<file path="config.mk">
export PLATFORM = sky130hd
export DESIGN_NAME = vec_irq_ctrl
export DESIGN_NICKNAME = d
export VERILOG_FILES = /design/src/rtl/vic_pkg.sv /design/src/rtl/vic_edge_sync.sv /design/src/rtl/vic_flag_bank.sv /design/src/rtl/vic_prio_sel.sv /design/src/rtl/vec_irq_ctrl.sv
export SDC_FILE = /design/constraint.sdc
export NUM_CORES = 1
export LEC_CHECK = 0
export ABC_AREA = 1
export ABC_CLOCK_PERIOD_IN_PS = 2200
export CORE_MARGIN = 5
export CORE_UTILIZATION = 56
export DETAILED_ROUTE_END_ITERATION = 7
export DONT_BUFFER_PORTS = 1
export PLACE_DENSITY = 0.71
export SYNTH_ARGS = -nofsm -noshare
export SYNTH_HDL_FRONTEND = slang
export SYNTH_HIERARCHICAL = 1
export SYNTH_SLANG_ARGS = --single-unit
</file>
<file path="constraint.sdc">
create_clock -name clk -period 2.2 [get_ports clk]
set_input_delay 0.33 -clock clk [delete_from_list [all_inputs] [get_ports clk]]
set_output_delay 0.33 -clock clk [all_outputs]
set_load 0.01 [all_outputs]
</file>
<file path="src/rtl/vic_pkg.sv">
package vic_pkg;
    localparam int NSRC   = 4;
    localparam int IDXW   = $clog2(NSRC);
    localparam int PAGE_W = 3;
    localparam int OFF_W  = 4;
    localparam int VEC_W  = PAGE_W + OFF_W;
    localparam logic [PAGE_W-1:0] VEC_PAGE = 3'd1;

    typedef enum logic [IDXW-1:0] {
        SRC_EXT0 = 2'd0,
        SRC_TMR1 = 2'd1,
        SRC_TMR2 = 2'd2,
        SRC_ADC  = 2'd3
    } src_e;

    typedef enum logic {
        ST_IDLE = 1'b0,
        ST_REQ  = 1'b1
    } vic_state_e;

    function automatic logic [OFF_W-1:0] src_offset(input logic [IDXW-1:0] idx);
        logic [OFF_W-1:0] off;
        unique case (idx)
            SRC_EXT0: off = 4'h0;
            SRC_TMR1: off = 4'h4;
            SRC_TMR2: off = 4'h6;
            default:  off = 4'hC;
        endcase
        return off;
    endfunction
endpackage

</file>
<file path="src/rtl/vic_edge_sync.sv">
module vic_edge_sync #(
    parameter int STAGES = 2
) (
    input  logic clk,
    input  logic rst_n,
    input  logic pin,
    output logic edge_pulse
);
    logic [STAGES:0] chain_q;

    always_ff @(posedge clk or negedge rst_n) begin
        if (!rst_n) chain_q <= '0;
        else        chain_q <= {chain_q[STAGES-1:0], pin};
    end

    assign edge_pulse = chain_q[STAGES] ^ chain_q[STAGES-1];
endmodule

</file>
<file path="src/rtl/vic_flag_bank.sv">
module vic_flag_bank #(
    parameter int N = 4
) (
    input  logic         clk,
    input  logic         rst_n,
    input  logic [N-1:0] set_vec,
    input  logic [N-1:0] clr_vec,
    output logic [N-1:0] flag_q
);
    for (genvar i = 0; i < N; i++) begin : g_flag
        always_ff @(posedge clk or negedge rst_n) begin
            if (!rst_n)          flag_q[i] <= 1'b0;
            else if (set_vec[i]) flag_q[i] <= 1'b1;
            else if (clr_vec[i]) flag_q[i] <= 1'b0;
        end
    end
endmodule

</file>
<file path="src/rtl/vic_prio_sel.sv">
module vic_prio_sel #(
    parameter int N = 4,
    localparam int W = $clog2(N)
) (
    input  logic [N-1:0] qual,
    output logic         any_qual,
    output logic [W-1:0] win_idx
);
    always_comb begin
        any_qual = 1'b0;
        win_idx  = '0;
        for (int i = N - 1; i >= 0; i--) begin
            if (qual[i]) begin
                any_qual = 1'b1;
                win_idx  = W'(i);
            end
        end
    end
endmodule

</file>
<file path="src/rtl/vec_irq_ctrl.sv">
module vec_irq_ctrl
    import vic_pkg::*;
#(
    parameter int SYNC_STAGES = 2
) (
    input  logic             clk,
    input  logic             rst_n,
    input  logic             ext_pin,
    input  logic             tmr1_evt,
    input  logic             tmr2_evt,
    input  logic             adc_evt,
    input  logic             en_wr,
    input  logic [NSRC-1:0]  en_wdata,
    input  logic             gie_set,
    input  logic             gie_clr,
    input  logic             skip_qry,
    input  logic [IDXW-1:0]  skip_sel,
    output logic             skip_hit,
    input  logic             int_ack,
    output logic             int_req,
    output logic [VEC_W-1:0] int_vec
);
    vic_state_e      state_q, state_d;
    logic [IDXW-1:0] chosen_q;
    logic [NSRC-1:0] en_q, flag_q, set_vec, clr_vec, qual;
    logic [NSRC-1:0] skip_oh, chosen_oh;
    logic            gie_q, ext_edge, any_qual, chosen_ok, take;
    logic [IDXW-1:0] win_idx;

    vic_edge_sync #(.STAGES(SYNC_STAGES)) u_sync (
        .clk(clk), .rst_n(rst_n), .pin(ext_pin), .edge_pulse(ext_edge)
    );

    assign set_vec = {adc_evt, tmr2_evt, tmr1_evt, ext_edge};

    // poll-and-clear path
    assign skip_oh  = NSRC'(1) << skip_sel;
    assign skip_hit = skip_qry & flag_q[skip_sel] & ~en_q[skip_sel];

    // acknowledge path
    assign chosen_oh = NSRC'(1) << chosen_q;
    assign qual      = flag_q & en_q & {NSRC{gie_q}};
    assign chosen_ok = qual[chosen_q];
    assign take      = int_req & int_ack;

    assign clr_vec = (skip_hit ? skip_oh : '0) | (take ? chosen_oh : '0);

    vic_flag_bank #(.N(NSRC)) u_flags (
        .clk(clk), .rst_n(rst_n), .set_vec(set_vec), .clr_vec(clr_vec), .flag_q(flag_q)
    );

    vic_prio_sel #(.N(NSRC)) u_prio (
        .qual(qual), .any_qual(any_qual), .win_idx(win_idx)
    );

    // enable bits and global gate
    always_ff @(posedge clk or negedge rst_n) begin
        if (!rst_n) begin
            en_q  <= '0;
            gie_q <= 1'b0;
        end else begin
            if (en_wr) en_q <= en_wdata;
            if (take || gie_clr) gie_q <= 1'b0;
            else if (gie_set)    gie_q <= 1'b1;
        end
    end

    // state register
    always_ff @(posedge clk or negedge rst_n) begin
        if (!rst_n) begin
            state_q  <= ST_IDLE;
            chosen_q <= '0;
        end else begin
            state_q <= state_d;
            if (state_q == ST_IDLE && any_qual) chosen_q <= win_idx;
        end
    end

    // next state: T_RAISE, T_ACK, T_WITHDRAW
    always_comb begin
        state_d = state_q;
        unique case (state_q)
            ST_IDLE: if (any_qual)   state_d = ST_REQ;
            ST_REQ:  if (take)       state_d = ST_IDLE;
                     else if (!chosen_ok) state_d = ST_IDLE;
            default: state_d = ST_IDLE;
        endcase
    end

    // outputs
    always_comb begin
        int_req = 1'b0;
        int_vec = '0;
        unique case (state_q)
            ST_IDLE: ;
            ST_REQ: begin
                int_req = chosen_ok;
                if (chosen_ok) int_vec = {VEC_PAGE, src_offset(chosen_q)};
            end
            default: ;
        endcase
    end
endmodule

</file>
==> results of run 1 <==
worst paths after layout:
path,to,slack [ns]
worst max-delay path,int_vec[2],0.36
worst min-delay path,u_sync/chain_q[0],0.06
worst max register to register,u_flags/flag_q[1],0.83
worst min register to register,u_sync/chain_q[1],0.36
max in group asynchronous,u_flags/flag_q[3],1.25
min in group asynchronous,en_q[0],0.52
sequential cells by signal (all words and copies together), names as in the netlist:
name            count
u_sync/chain_q      3
chosen_q            2
en_q                4
u_flags/flag_q      4
gie_q               1
state_q             1
cells in the final DEF, fill, tap and decap left out:
master | synthesis | layout
sky130_fd_sc_hd__a21oi_1 | 2 | 2
sky130_fd_sc_hd__a21oi_2 | 1 | 1
sky130_fd_sc_hd__a21oi_4 | 1 | 1
sky130_fd_sc_hd__and2_1 | 1 | 1
sky130_fd_sc_hd__clkbuf_4 | 0 | 3
sky130_fd_sc_hd__clkinvlp_4 | 0 | 1
sky130_fd_sc_hd__conb_1 | 1 | 3
sky130_fd_sc_hd__dfrtp_1 | 15 | 15
sky130_fd_sc_hd__dlygate4sd3_1 | 0 | 1
sky130_fd_sc_hd__inv_1 | 25 | 25
sky130_fd_sc_hd__inv_2 | 2 | 2
sky130_fd_sc_hd__mux2_2 | 3 | 3
sky130_fd_sc_hd__nand2_1 | 30 | 30
sky130_fd_sc_hd__nand2_2 | 1 | 1
sky130_fd_sc_hd__nand2_4 | 1 | 1
sky130_fd_sc_hd__nand3_1 | 12 | 12
sky130_fd_sc_hd__nand4_1 | 5 | 5
sky130_fd_sc_hd__nor2_1 | 12 | 12
sky130_fd_sc_hd__nor2_2 | 3 | 3
sky130_fd_sc_hd__nor2_4 | 1 | 1
sky130_fd_sc_hd__nor3_1 | 1 | 1
sky130_fd_sc_hd__nor3_2 | 1 | 1
sky130_fd_sc_hd__o21ai_0 | 1 | 1
sky130_fd_sc_hd__o21ai_1 | 1 | 1
sky130_fd_sc_hd__o21ai_2 | 1 | 1
critical path: stages, from the launching register on:
cell	delay (ns)
sky130_fd_sc_hd__dfrtp_1	0.44
sky130_fd_sc_hd__nand2_1	0.12
sky130_fd_sc_hd__inv_1	0.06
sky130_fd_sc_hd__nand2_1	0.08
sky130_fd_sc_hd__nand2_2	0.07
sky130_fd_sc_hd__nor2_4	0.16
sky130_fd_sc_hd__nand2_4	0.10
sky130_fd_sc_hd__nor2_1	0.20
synthesized netlist by cell type (2+ instances only):
| cell type | count |
|---|---|
| sky130_fd_sc_hd__nand3_1 | 12 |
| sky130_fd_sc_hd__nor2_1 | 12 |
| sky130_fd_sc_hd__nand2_1 | 30 |
| sky130_fd_sc_hd__buf_4 | 4 |
| sky130_fd_sc_hd__mux2_2 | 3 |
| sky130_fd_sc_hd__dfrtp_1 | 15 |
| sky130_fd_sc_hd__inv_2 | 2 |
| sky130_fd_sc_hd__nor2_2 | 3 |
| sky130_fd_sc_hd__inv_1 | 25 |
| sky130_fd_sc_hd__a21oi_1 | 2 |
| sky130_fd_sc_hd__nand4_1 | 5 |
layer usage:
layer / track usage (%) / vias up
met5: 0 / -
met4: 8.085 / 0
met3: 4.734 / 5
met2: 24.17 / 20
met1: 18.23 / 326
li1: - / 384
through the flow:
step | cells | area, um^2 | hold WS [ns] | utilization [%] | power, mW
detailed placement | 139 | 913.4 | 0.03466 | 59.93 | 0.7644
global placement | 139 | 913.4 | 0.03472 | 59.93 | 0.7538
global route | 144 | 953.4 | 0.02401 | 62.56 | 1.017
finish | 144 | 953.4 | 0.05531 | 62.56 | 0.9288
CTS | 144 | 953.4 | 0.04776 | 62.56 | 0.9391
floorplan | 127 | 923.4 | 0.03441 | - | 0.7174
cell type report:
cell class	count	area [um^2]
multi-input cells	81	416.7
flip-flops and latches	15	375.4
inverters	27	101.3
clock buffers	3	22.52
clock inverters	1	7.507
fillers	150	570.5
well taps	16	20.02
repair buffers	1	10.01
power by group through the flow:
stage	clock network [mW]	registers (mW)	logic [mW]
after floorplan	0	0.366	0.352
after global placement	0	0.375	0.378
after detailed placement	0	0.376	0.388
after CTS	0.173	0.370	0.396
after global routing	0.192	0.382	0.442
final	0.167	0.370	0.391
logic make-up (layout without fill, tap and decap cells):
| family | after synthesis | after routing | synth area share, % |
|---|---|---|---|
| compound gates | 7 | 7 | 5.874 |
| buf+inv | 31 | 32 | 14.34 |
| flops | 15 | 15 | 40.98 |
| mux | 3 | 3 | 3.688 |
| other cells | 1 | 3 | 0.4094 |
| simple gates | 68 | 68 | 34.70 |
==> load_flow_metrics.sql, run 1 <==
INSERT INTO impl_metrics (metric_group, metric, value, unit) VALUES
('yosys', 'synthesis.yosys.warnings', '6', ''),
('drt', 'drt_total_wl', '1719', 'um'),
('setup_path', 'cp-start-kind', 'flop', ''),
('yosys', 'syn_area', '915.9', 'um^2'),
('finish', 'antennaDiodeCount', '0', ''),
('drt', 'drt-pass1-iter-count', '4', ''),
('drt', 'via_total_after_detailed_routing', '735', ''),
('placed_design', 'port_buffers', '0', ''),
('setup_path', 'r2r.worst_path.cells', '10', ''),
('clock_tree', 'cts_root_buffer', 'sky130_fd_sc_hd__clkbuf_4', ''),
('power_and_ir_drop', 'powerDensity', '974.1', 'nW/um^2'),
('power_and_ir_drop', 'leakage', '0.5305', 'nW'),
('yosys', 'asyncSetResetFlopFracSynth', '100.0', '%'),
('setup_path', 'startpoint', 'chosen_q[0]', ''),
('drt', 'routed-wl-met2', '801', 'um'),
('power_and_ir_drop', 'worst_ir_drop_vdd', '0.0005980', 'V'),
('floorplanning', 'die_height', '50.44', 'um'),
('power_and_ir_drop', 'seqPwrFrac', '39.9', '%'),
('clock_tree', 'tritoncts_num_sinks', '15', ''),
('power_and_ir_drop', 'power.share.switching', '44.28', '%'),
('power_and_ir_drop', 'power.clock.fraction', '18.0', '%'),
('drt', 'routedWlPerCell', '11.94', 'um'),
('yosys', 'synth_largest_area_cell', 'sky130_fd_sc_hd__dfrtp_1', ''),
('drt', 'routed.top_layer', 'met4', ''),
('setup_path', 'timing.setup.critical_path_class', 'flop to output port', ''),
('yosys', 'average_footprint_of_a_synthesized_cell', '7.327', 'um^2'),
('yosys', 'synthesis.instances', '125', ''),
('clock_tree', 'tritoncts_clock_tree', 'built', ''),
('setup_path', 'worstReg2RegStart', 'chosen_q[0]', ''),
('drt', 'drcViolationCount', '0', ''),
('yosys', 'synth.yosys.seq_area_share', '40.98', '%'),
('sta', 'rsz_0062_raised_after_global_routing', 'false', ''),
('floorplanning', 'floorplan.die_area', '2544', 'um^2'),
('sta', 'finalCriticalPeriod', '1.841', 'ns'),
('power_and_ir_drop', 'combinationalPowerShare', '42.1', '%'),
('global_route', 'first_pass_grt_wire_length', '2973', 'um'),
('yosys', 'synth_enable_flop_cells', '0', ''),
('setup_path', 'critPathCaptureType', 'output port', ''),
('clock_tree', 'cts_hold_buf', '1', ''),
('placed_design', 'gp_routability_congestion', '0.8608', ''),
('placed_design', 'place_ws', '0.6755', 'ns'),
('clock_tree', 'cts_inserted_buffers', '3', ''),
('finish', 'drive_above_1_share', '14.84', '%'),
('global_route', 'maximum_number_of_pins_on_one_net_before_global_route_repair', '16', ''),
('sta', 'post-route-worst-setup-slack', '0.3594', 'ns'),
('power_and_ir_drop', 'internal_power', '517.5', 'uW'),
('setup_path', 'crit_path_max_fanout', '6', ''),
('drt', 'vias_per_cell', '5.104', ''),
('finish', 'number_of_nets_at_the_end_of_the_flow', '146', ''),
('finish', 'syn_to_final_growth', '4.098', '%'),
('drt', 'detailroute.wirelength.met3', '113', 'um'),
('yosys', 'ys.flop_type', 'sky130_fd_sc_hd__dfrtp_1', ''),
('global_route', 'grt_pass1_vias', '705', ''),
('outcome', 'outcome', 'complete, no violations', ''),
('yosys', 'synth.top_cell.area_share', '40.98', '%'),
('sta', 'setup_viol', '0', ''),
('clock_tree', 'clkSlewWorstSetupHoldPaths', '0.10', 'ns'),
('flow_run', 'maxCapViolations', '0', ''),
('global_route', 'grt_antenna_before_repair', '0', ''),
('clock_tree', 'cts_resized', '0', ''),
('sta', 'post-route-period-util', '83.67', '%'),
('drt', 'drt-met1-wl', '764', 'um'),
('clock_tree', 'insertion_delay', '0.29', 'ns'),
('clock_tree', 'ctsLongestPathBuffers', '2', ''),
('yosys', 'netlist-cell-type-count', '23', ''),
('hold_path', 'cells_on_worst_hold_path', '0', ''),
('hold_path', 'hold_path.class', 'input pin to flop', ''),
('sta', 'max_slew_margin', '53.68', '%'),
('clock_tree', 'postCtsSetupRepairBufs', '0', ''),
('placed_design', 'detailed_place_hpwl', '1436', 'um'),
('floorplanning', 'top_level_ports', '26', '');
No activity file was read; power rests on OpenSTA's default activity.
==> inputs of run 2 (changes only) <==
--- a/config.mk
+++ b/config.mk
@@ -6,7 +6,7 @@
 export NUM_CORES = 1
 export LEC_CHECK = 0
 export ABC_AREA = 1
-export ABC_CLOCK_PERIOD_IN_PS = 2200
+export ABC_CLOCK_PERIOD_IN_PS = 1800
 export CORE_MARGIN = 5
 export CORE_UTILIZATION = 56
 export DETAILED_ROUTE_END_ITERATION = 7
==> constraint.sdc (replaced) <==
create_clock -name clk -period 1.8 [get_ports clk]
set_input_delay 0.27 -clock clk [delete_from_list [all_inputs] [get_ports clk]]
set_output_delay 0.27 -clock clk [all_outputs]
set_load 0.01 [all_outputs]
==> run 2 against run 1 <==
Sequential power increased by 27%. Critical path depth unchanged. First-iteration DRC count increased by 11%. Power increased by 42%. Worst hold slack got worse by 0.018 ns. Die area unchanged. Final area increased by 8.3%. Count of clock-buffer cells in the layout unchanged. Utilization increased by 5.2 points. Largest cell class unchanged. Via count increased by 7.3%. Setup slack got worse by 0.34 ns.
==> load_flow_metrics.sql, run 2 (synthesis gave the netlist of run 1 again) <==
INSERT INTO impl_metrics (metric_group, metric, value, unit) VALUES
('clock_tree', 'tritoncts_num_sinks', '15', ''),
('drt', 'routedWlPerCell', '12.53', 'um'),
('setup_path', 'path_cells', 'inv_2 -> nor2_2 -> nand2_1 -> nand2_2 -> nor2_4 -> nand2_4 -> nor3_4', ''),
('finish', 'layout.cells.most_common', 'sky130_fd_sc_hd__nand2_1', ''),
('clock_tree', 'cts_max_level', '1', ''),
('drt', 'via_total_after_detailed_routing', '789', ''),
('clock_tree', 'cts_root_buffer', 'sky130_fd_sc_hd__clkbuf_4', ''),
('drt', 'detail-route-antenna-nets', '0', ''),
('power_and_ir_drop', 'switching_power', '582.8', 'uW'),
('sta', 'setup_viol', '0', ''),
('setup_path', 'crit_required', '1.53', 'ns'),
('setup_path', 'critical_path_s_slowest_cell', 'sky130_fd_sc_hd__dfrtp_1', ''),
('sta', 'finClkSkew', '0.005413', 'ns'),
('power_and_ir_drop', 'power.clock.fraction', '15.7', '%'),
('finish', 'largest_registers', 'en_q x4, u_flags/flag_q x4, u_sync/chain_q x3', ''),
('sta', 'post-route-period-util', '99.17', '%'),
('floorplanning', 'chipWidth', '50.44', 'um'),
('placed_design', 'detailed_place_hpwl', '1422', 'um'),
('finish', 'number_of_nets_at_the_end_of_the_flow', '153', ''),
('flow_run', 'maxCapViolations', '0', ''),
('sta', 'max_freq', '560.2', 'MHz'),
('clock_tree', 'insertion_delay', '0.29', 'ns'),
('floorplanning', 'die_height', '50.44', 'um'),
('power_and_ir_drop', 'powerDensity', '1278', 'nW/um^2'),
('clock_tree', 'cts_inserted_buffers', '3', ''),
('setup_path', 'arrival', '1.52', 'ns'),
('power_and_ir_drop', 'power.share.switching', '44.18', '%'),
('finish', 'drive_above_1_share', '25.19', '%'),
('sta', 'max_slew_margin', '55.49', '%'),
('floorplanning', 'top_level_ports', '26', ''),
('floorplanning', 'std_cell_rows', '14', ''),
('power_and_ir_drop', 'totalPowerFinal', '1.319', 'mW'),
('drt', 'drcViolationCount', '0', ''),
('finish', 'final_util', '67.73', '%'),
('global_route', 'grtUsageTotal', '14.88', '%'),
('placed_design', 'place.detailed.instances', '139', ''),
('setup_path', 'crit_path_max_fanout', '6', ''),
('power_and_ir_drop', 'leakage', '0.5633', 'nW'),
('power_and_ir_drop', 'combinationalPowerShare', '48.6', '%'),
('finish', 'finalNonFillerCells', '151', ''),
('global_route', 'grt.overflow.total', '0', ''),
('global_route', 'first_pass_grt_wire_length', '2925', 'um'),
('global_route', 'maximum_number_of_pins_on_one_net_before_global_route_repair', '16', ''),
('drt', 'drt-pass1-iter-count', '4', ''),
('floorplanning', 'core_region_area', '1524', 'um^2'),
('setup_path', 'timing.critical_path.buf_inv', '1', ''),
('sta', 'fin_tns_setup', '0', 'ns'),
('finish', 'antennaDiodeCount', '0', ''),
('clock_tree', 'ctsLongestPathBuffers', '2', ''),
('sta', 'maxSlewViolCount', '0', ''),
('clock_tree', 'tritoncts_clock_tree', 'built', ''),
('sta', 'finalHoldViolCount', '0', ''),
('power_and_ir_drop', 'internal_power', '736.3', 'uW'),
('hold_path', 'hold_path.class', 'input pin to flop', ''),
('placed_design', 'port_buffers', '0', ''),
('finish', 'layout.cells.most_common_list', 'sky130_fd_sc_hd__nand2_1, sky130_fd_sc_hd__inv_1, sky130_fd_sc_hd__dfrtp_1', ''),
('setup_path', 'timing.setup.critical_path_class', 'flop to output port', ''),
('sta', 'rsz_0062_raised_after_global_routing', 'true', ''),
('drt', 'vias_per_cell', '5.225', ''),
('setup_path', 'max_stage_delay', '0.44', 'ns'),
('power_and_ir_drop', 'worst_ir_drop_vdd', '0.0008164', 'V'),
('outcome', 'outcome', 'complete, no violations', ''),
('sta', 'finalCriticalPeriod', '1.785', 'ns'),
('power_and_ir_drop', 'seqPwrFrac', '35.6', '%'),
('sta', 'worstMarginPinSlew', '0.6655', 'ns'),
('finish', 'syn_to_final_growth', '12.70', '%'),
('floorplanning', 'starting_density_of_the_core', '60.10', '%'),
('global_route', 'grt_antenna_before_repair', '0', ''),
('drt', 'drtIter0Drc', '10', ''),
('placed_design', 'gp_routability_congestion', '0.8607', ''),
('drt', 'drt_total_wl', '1892', 'um'),
('clock_tree', 'clkSlewWorstSetupHoldPaths', '0.10', 'ns'),
('setup_path', 'critical-path-top-delay-family', 'simple AND/OR/NAND/NOR gates', ''),
('setup_path', 'critPathCaptureType', 'output port', ''),
('floorplanning', 'floorplan.die_area', '2544', 'um^2'),
('global_route', 'grt_pass1_vias', '705', ''),
('setup_path', 'cp-start-kind', 'flop', '');
run 2: cell count changes in the layout (fill, tap and decap cells not counted), sizes merged:
cell,change
buf,+6
dlygate4sd3,+1
run 2: metal layers:
layer	wire, um	track usage (%)	vias to the layer above
li1	-	-	395
met1	789	18.88	359
met2	942	22.93	30
met3	131	4.734	5
met4	29	6.809	0
met5	0	0	-
run 2: power groups by stage:
stage | Combinational, mW | Clock, mW | Sequential [mW]
after floorplan | 0.430 | 0 | 0.447
after global placement | 0.462 | 0 | 0.459
after detailed placement | 0.474 | 0 | 0.460
after CTS | 0.485 | 0.207 | 0.453
after global routing | 0.702 | 0.231 | 0.479
final | 0.641 | 0.208 | 0.470
run 2: through the flow:
step           hold WS [ns]  setup slack [ns]  cell area, um^2
6_report            0.03749           0.01495             1032
3_3_place_gp       -0.02528            0.3713            913.4
5_1_grt             0.02352          -0.07099             1032
4_1_cts             0.03793          0.005076            963.4
2_1_floorplan      -0.02559            0.4354            923.4
3_5_place_dp       -0.02533            0.3357            913.4
run 2: what timing repair did:
item / 4_1_cts / 5_1_grt
hold endpoints to repair: 16 / 0
setup buffers: 0 / 6
endpoints found under the setup margin: 0 / 5
gates resized for setup: 0 / 10
hold buffers: 2 / 0
run 2: final timing paths:
path                       slack [ns]                end         startpoint  cells past startpoint
max                              0.01         int_vec[1]        chosen_q[1]                      7
min                              0.04            state_q            int_ack                      1
max reg2reg                      0.37  u_flags/flag_q[1]        chosen_q[1]                     11
min reg2reg                      0.36  u_sync/chain_q[1]  u_sync/chain_q[0]                      0
max in group asynchronous        0.89              gie_q              rst_n                      1
min in group asynchronous        0.44            en_q[1]              rst_n                      1
run 2: area by class of cell:
type | instances | area [um^2]
Fill cell | 133 | 491.7
Multi-Input combinational cell | 81 | 437.9
Sequential cell | 15 | 377.9
Inverter | 27 | 101.3
Timing Repair Buffer | 8 | 65.06
Clock buffer | 3 | 22.52
Tap cell | 16 | 20.02
Clock inverter | 1 | 7.507
==> inputs of run 3 (changes only) <==
--- a/config.mk
+++ b/config.mk
@@ -12,6 +12,7 @@
 export DETAILED_ROUTE_END_ITERATION = 7
 export DONT_BUFFER_PORTS = 1
 export PLACE_DENSITY = 0.71
+export SKIP_CTS_REPAIR_TIMING = 1
 export SYNTH_ARGS = -nofsm -noshare
 export SYNTH_HDL_FRONTEND = slang
 export SYNTH_HIERARCHICAL = 1
==> run 3 against run 2 <==
Flip-flop and latch count did not move. Wire length increased by 0.21%. Global-route usage shrank 0.12 points. Register-to-register slack hardly changed. Worst hold slack better by 0.00069 ns. Clock skew fell by 0.00055 ns. Final cell count unchanged.
==> load_flow_metrics.sql, run 3 (synthesis gave the netlist of run 1 again) <==
INSERT INTO impl_metrics (metric_group, metric, value, unit) VALUES
('outcome', 'outcome', 'complete, no violations', ''),
('drt', 'vias_per_cell', '5.225', ''),
('clock_tree', 'tritoncts_num_sinks', '15', ''),
('clock_tree', 'cts_inserted_buffers', '3', ''),
('floorplanning', 'chipWidth', '50.44', 'um'),
('floorplanning', 'std_cell_rows', '14', ''),
('global_route', 'globalRouteMet3Util', '4.734', '%'),
('global_route', 'grt.overflow.total', '0', ''),
('drt', 'detail-route-antenna-nets', '0', ''),
('global_route', 'grt_use_met2', '21.90', '%'),
('global_route', 'grtUsageTotal', '14.76', '%'),
('power_and_ir_drop', 'powerDensity', '1276', 'nW/um^2'),
('placed_design', 'detailed_place_hpwl', '1422', 'um'),
('drt', 'routedWlPerCell', '12.56', 'um'),
('finish', 'antennaDiodeCount', '0', ''),
('placed_design', 'dpl-instance-area', '913.4', 'um^2'),
('sta', 'post-route-period-util', '99.09', '%'),
('finish', 'finalNonFillerCells', '151', ''),
('drt', 'drt-pass1-iter-count', '5', ''),
('global_route', 'met1_usage', '19.44', '%'),
('global_route', 'first_pass_grt_wire_length', '2918', 'um'),
('finish', 'largest_registers', 'en_q x4, u_flags/flag_q x4, u_sync/chain_q x3', ''),
('global_route', 'most_used_routing_layer_in_global_routing', 'met2', ''),
('drt', 'drcViolationCount', '0', ''),
('clock_tree', 'cts_root_buffer', 'sky130_fd_sc_hd__clkbuf_4', ''),
('sta', 'maxSlewViolCount', '0', ''),
('drt', 'drtIter0Drc', '12', ''),
('sta', 'max_slew_margin', '54.23', '%'),
('setup_path', 'critPathCaptureType', 'output port', ''),
('placed_design', 'place.detailed.instances', '139', ''),
('global_route', 'maximum_number_of_pins_on_one_net_before_global_route_repair', '16', ''),
('placed_design', 'gp_routability_congestion', '0.8607', ''),
('placed_design', 'port_buffers', '0', ''),
('sta', 'rsz_0062_raised_after_global_routing', 'true', ''),
('setup_path', 'arrival', '1.51', 'ns'),
('flow_run', 'maxCapViolations', '0', ''),
('sta', 'worstMarginPinSlew', '0.6842', 'ns'),
('power_and_ir_drop', 'totalPowerFinal', '1.317', 'mW'),
('finish', 'stdcell_area', '1032', 'um^2'),
('global_route', 'grt_antenna_before_repair', '0', ''),
('sta', 'finClkSkew', '0.004863', 'ns'),
('clock_tree', 'insertion_delay', '0.29', 'ns'),
('finish', 'layout.filler_cells', '133', ''),
('setup_path', 'crit_path_max_fanout', '6', ''),
('finish', 'multi_input_combinational_cell_area', '437.9', 'um^2'),
('clock_tree', 'clkSlewWorstSetupHoldPaths', '0.10', 'ns'),
('clock_tree', 'ctsLongestPathBuffers', '2', ''),
('floorplanning', 'floorplan.die_area', '2544', 'um^2'),
('finish', 'layout.cells.most_common_list', 'sky130_fd_sc_hd__nand2_1, sky130_fd_sc_hd__inv_1, sky130_fd_sc_hd__dfrtp_1', ''),
('placed_design', 'place_ws', '0.3357', 'ns'),
('sta', 'max_freq', '560.7', 'MHz'),
('finish', 'syn_to_final_growth', '12.70', '%'),
('finish', 'area.sequential', '377.9', 'um^2'),
('power_and_ir_drop', 'worst_ir_drop_vdd', '0.0008134', 'V'),
('drt', 'drt_total_wl', '1896', 'um'),
('floorplanning', 'starting_density_of_the_core', '60.10', '%'),
('clock_tree', 'tritoncts_clock_tree', 'built', ''),
('finish', 'layout.cells.most_common', 'sky130_fd_sc_hd__nand2_1', ''),
('global_route', 'grt_pass1_vias', '699', ''),
('sta', 'finalHoldViolCount', '0', ''),
('setup_path', 'crit_required', '1.53', 'ns'),
('drt', 'via_total_after_detailed_routing', '789', ''),
('sta', 'setup_viol', '0', ''),
('power_and_ir_drop', 'leakage', '0.5633', 'nW'),
('floorplanning', 'die_height', '50.44', 'um'),
('setup_path', 'timing.setup.critical_path_class', 'flop to output port', ''),
('finish', 'number_of_nets_at_the_end_of_the_flow', '153', ''),
('hold_path', 'hold_path.class', 'input pin to flop', ''),
('sta', 'post-route-worst-setup-slack', '0.01644', 'ns'),
('setup_path', 'cp-start-kind', 'flop', ''),
('sta', 'finalCriticalPeriod', '1.784', 'ns'),
('floorplanning', 'core_region_area', '1524', 'um^2'),
('floorplanning', 'top_level_ports', '26', ''),
('finish', 'drive_above_1_share', '25.19', '%'),
('clock_tree', 'cts_max_level', '1', '');
run 3: cell counts in the layout (fill, tap and decap cells not counted):
No cell type changed its count.
run 3: final timing paths:
kind	slack, ns	depth (start not counted)	startpoint	end
max	0.02	7	chosen_q[0]	int_vec[1]
max reg2reg	0.37	11	chosen_q[0]	u_flags/flag_q[1]
min	0.04	1	int_ack	state_q
min reg2reg	0.36	0	u_sync/chain_q[0]	u_sync/chain_q[1]
max in group asynchronous	0.87	1	rst_n	gie_q
min in group asynchronous	0.45	1	rst_n	u_sync/chain_q[2]
run 3: routing by layer:
metal | share of wire, % | wire (um)
met4 | 1.5 | 29
met5 | 0 | 0
met2 | 50 | 943
met1 | 42 | 796
met3 | 6.7 | 127
run 3: stage by stage:
stage	setup TNS, ns	utilization (%)	hold WS (ns)
after global routing	-0.09904	67.73	0.02352
after floorplan	0	-	-0.02559
after global placement	0	59.93	-0.02528
after CTS	0	61.90	-0.3468
final	0	67.73	0.03819
after detailed placement	0	59.93	-0.02533
run 3: area by class of cell:
cell class,count,area share [%]
repair buffers,8,6.303
multi-input cells,81,42.42
flip-flops and latches,15,36.61
inverters,27,9.818
clock buffers,3,2.182
well taps,16,1.939
clock inverters,1,0.7273
run 3: worst max-delay path, cell delays in order, from the launching register on:
cell and delay, ns:
sky130_fd_sc_hd__dfrtp_2 0.47, sky130_fd_sc_hd__nand2_2 0.10, sky130_fd_sc_hd__inv_2 0.05, sky130_fd_sc_hd__nand2_2 0.05
sky130_fd_sc_hd__nand2_2 0.06, sky130_fd_sc_hd__nor2_4 0.18, sky130_fd_sc_hd__nand2_4 0.10, sky130_fd_sc_hd__nor3_4 0.21
run 3: power breakdown:
group / internal [mW] / switching [mW]
Sequential: 0.401 / 0.0673
Combinational: 0.250 / 0.391
Clock: 0.0845 / 0.122
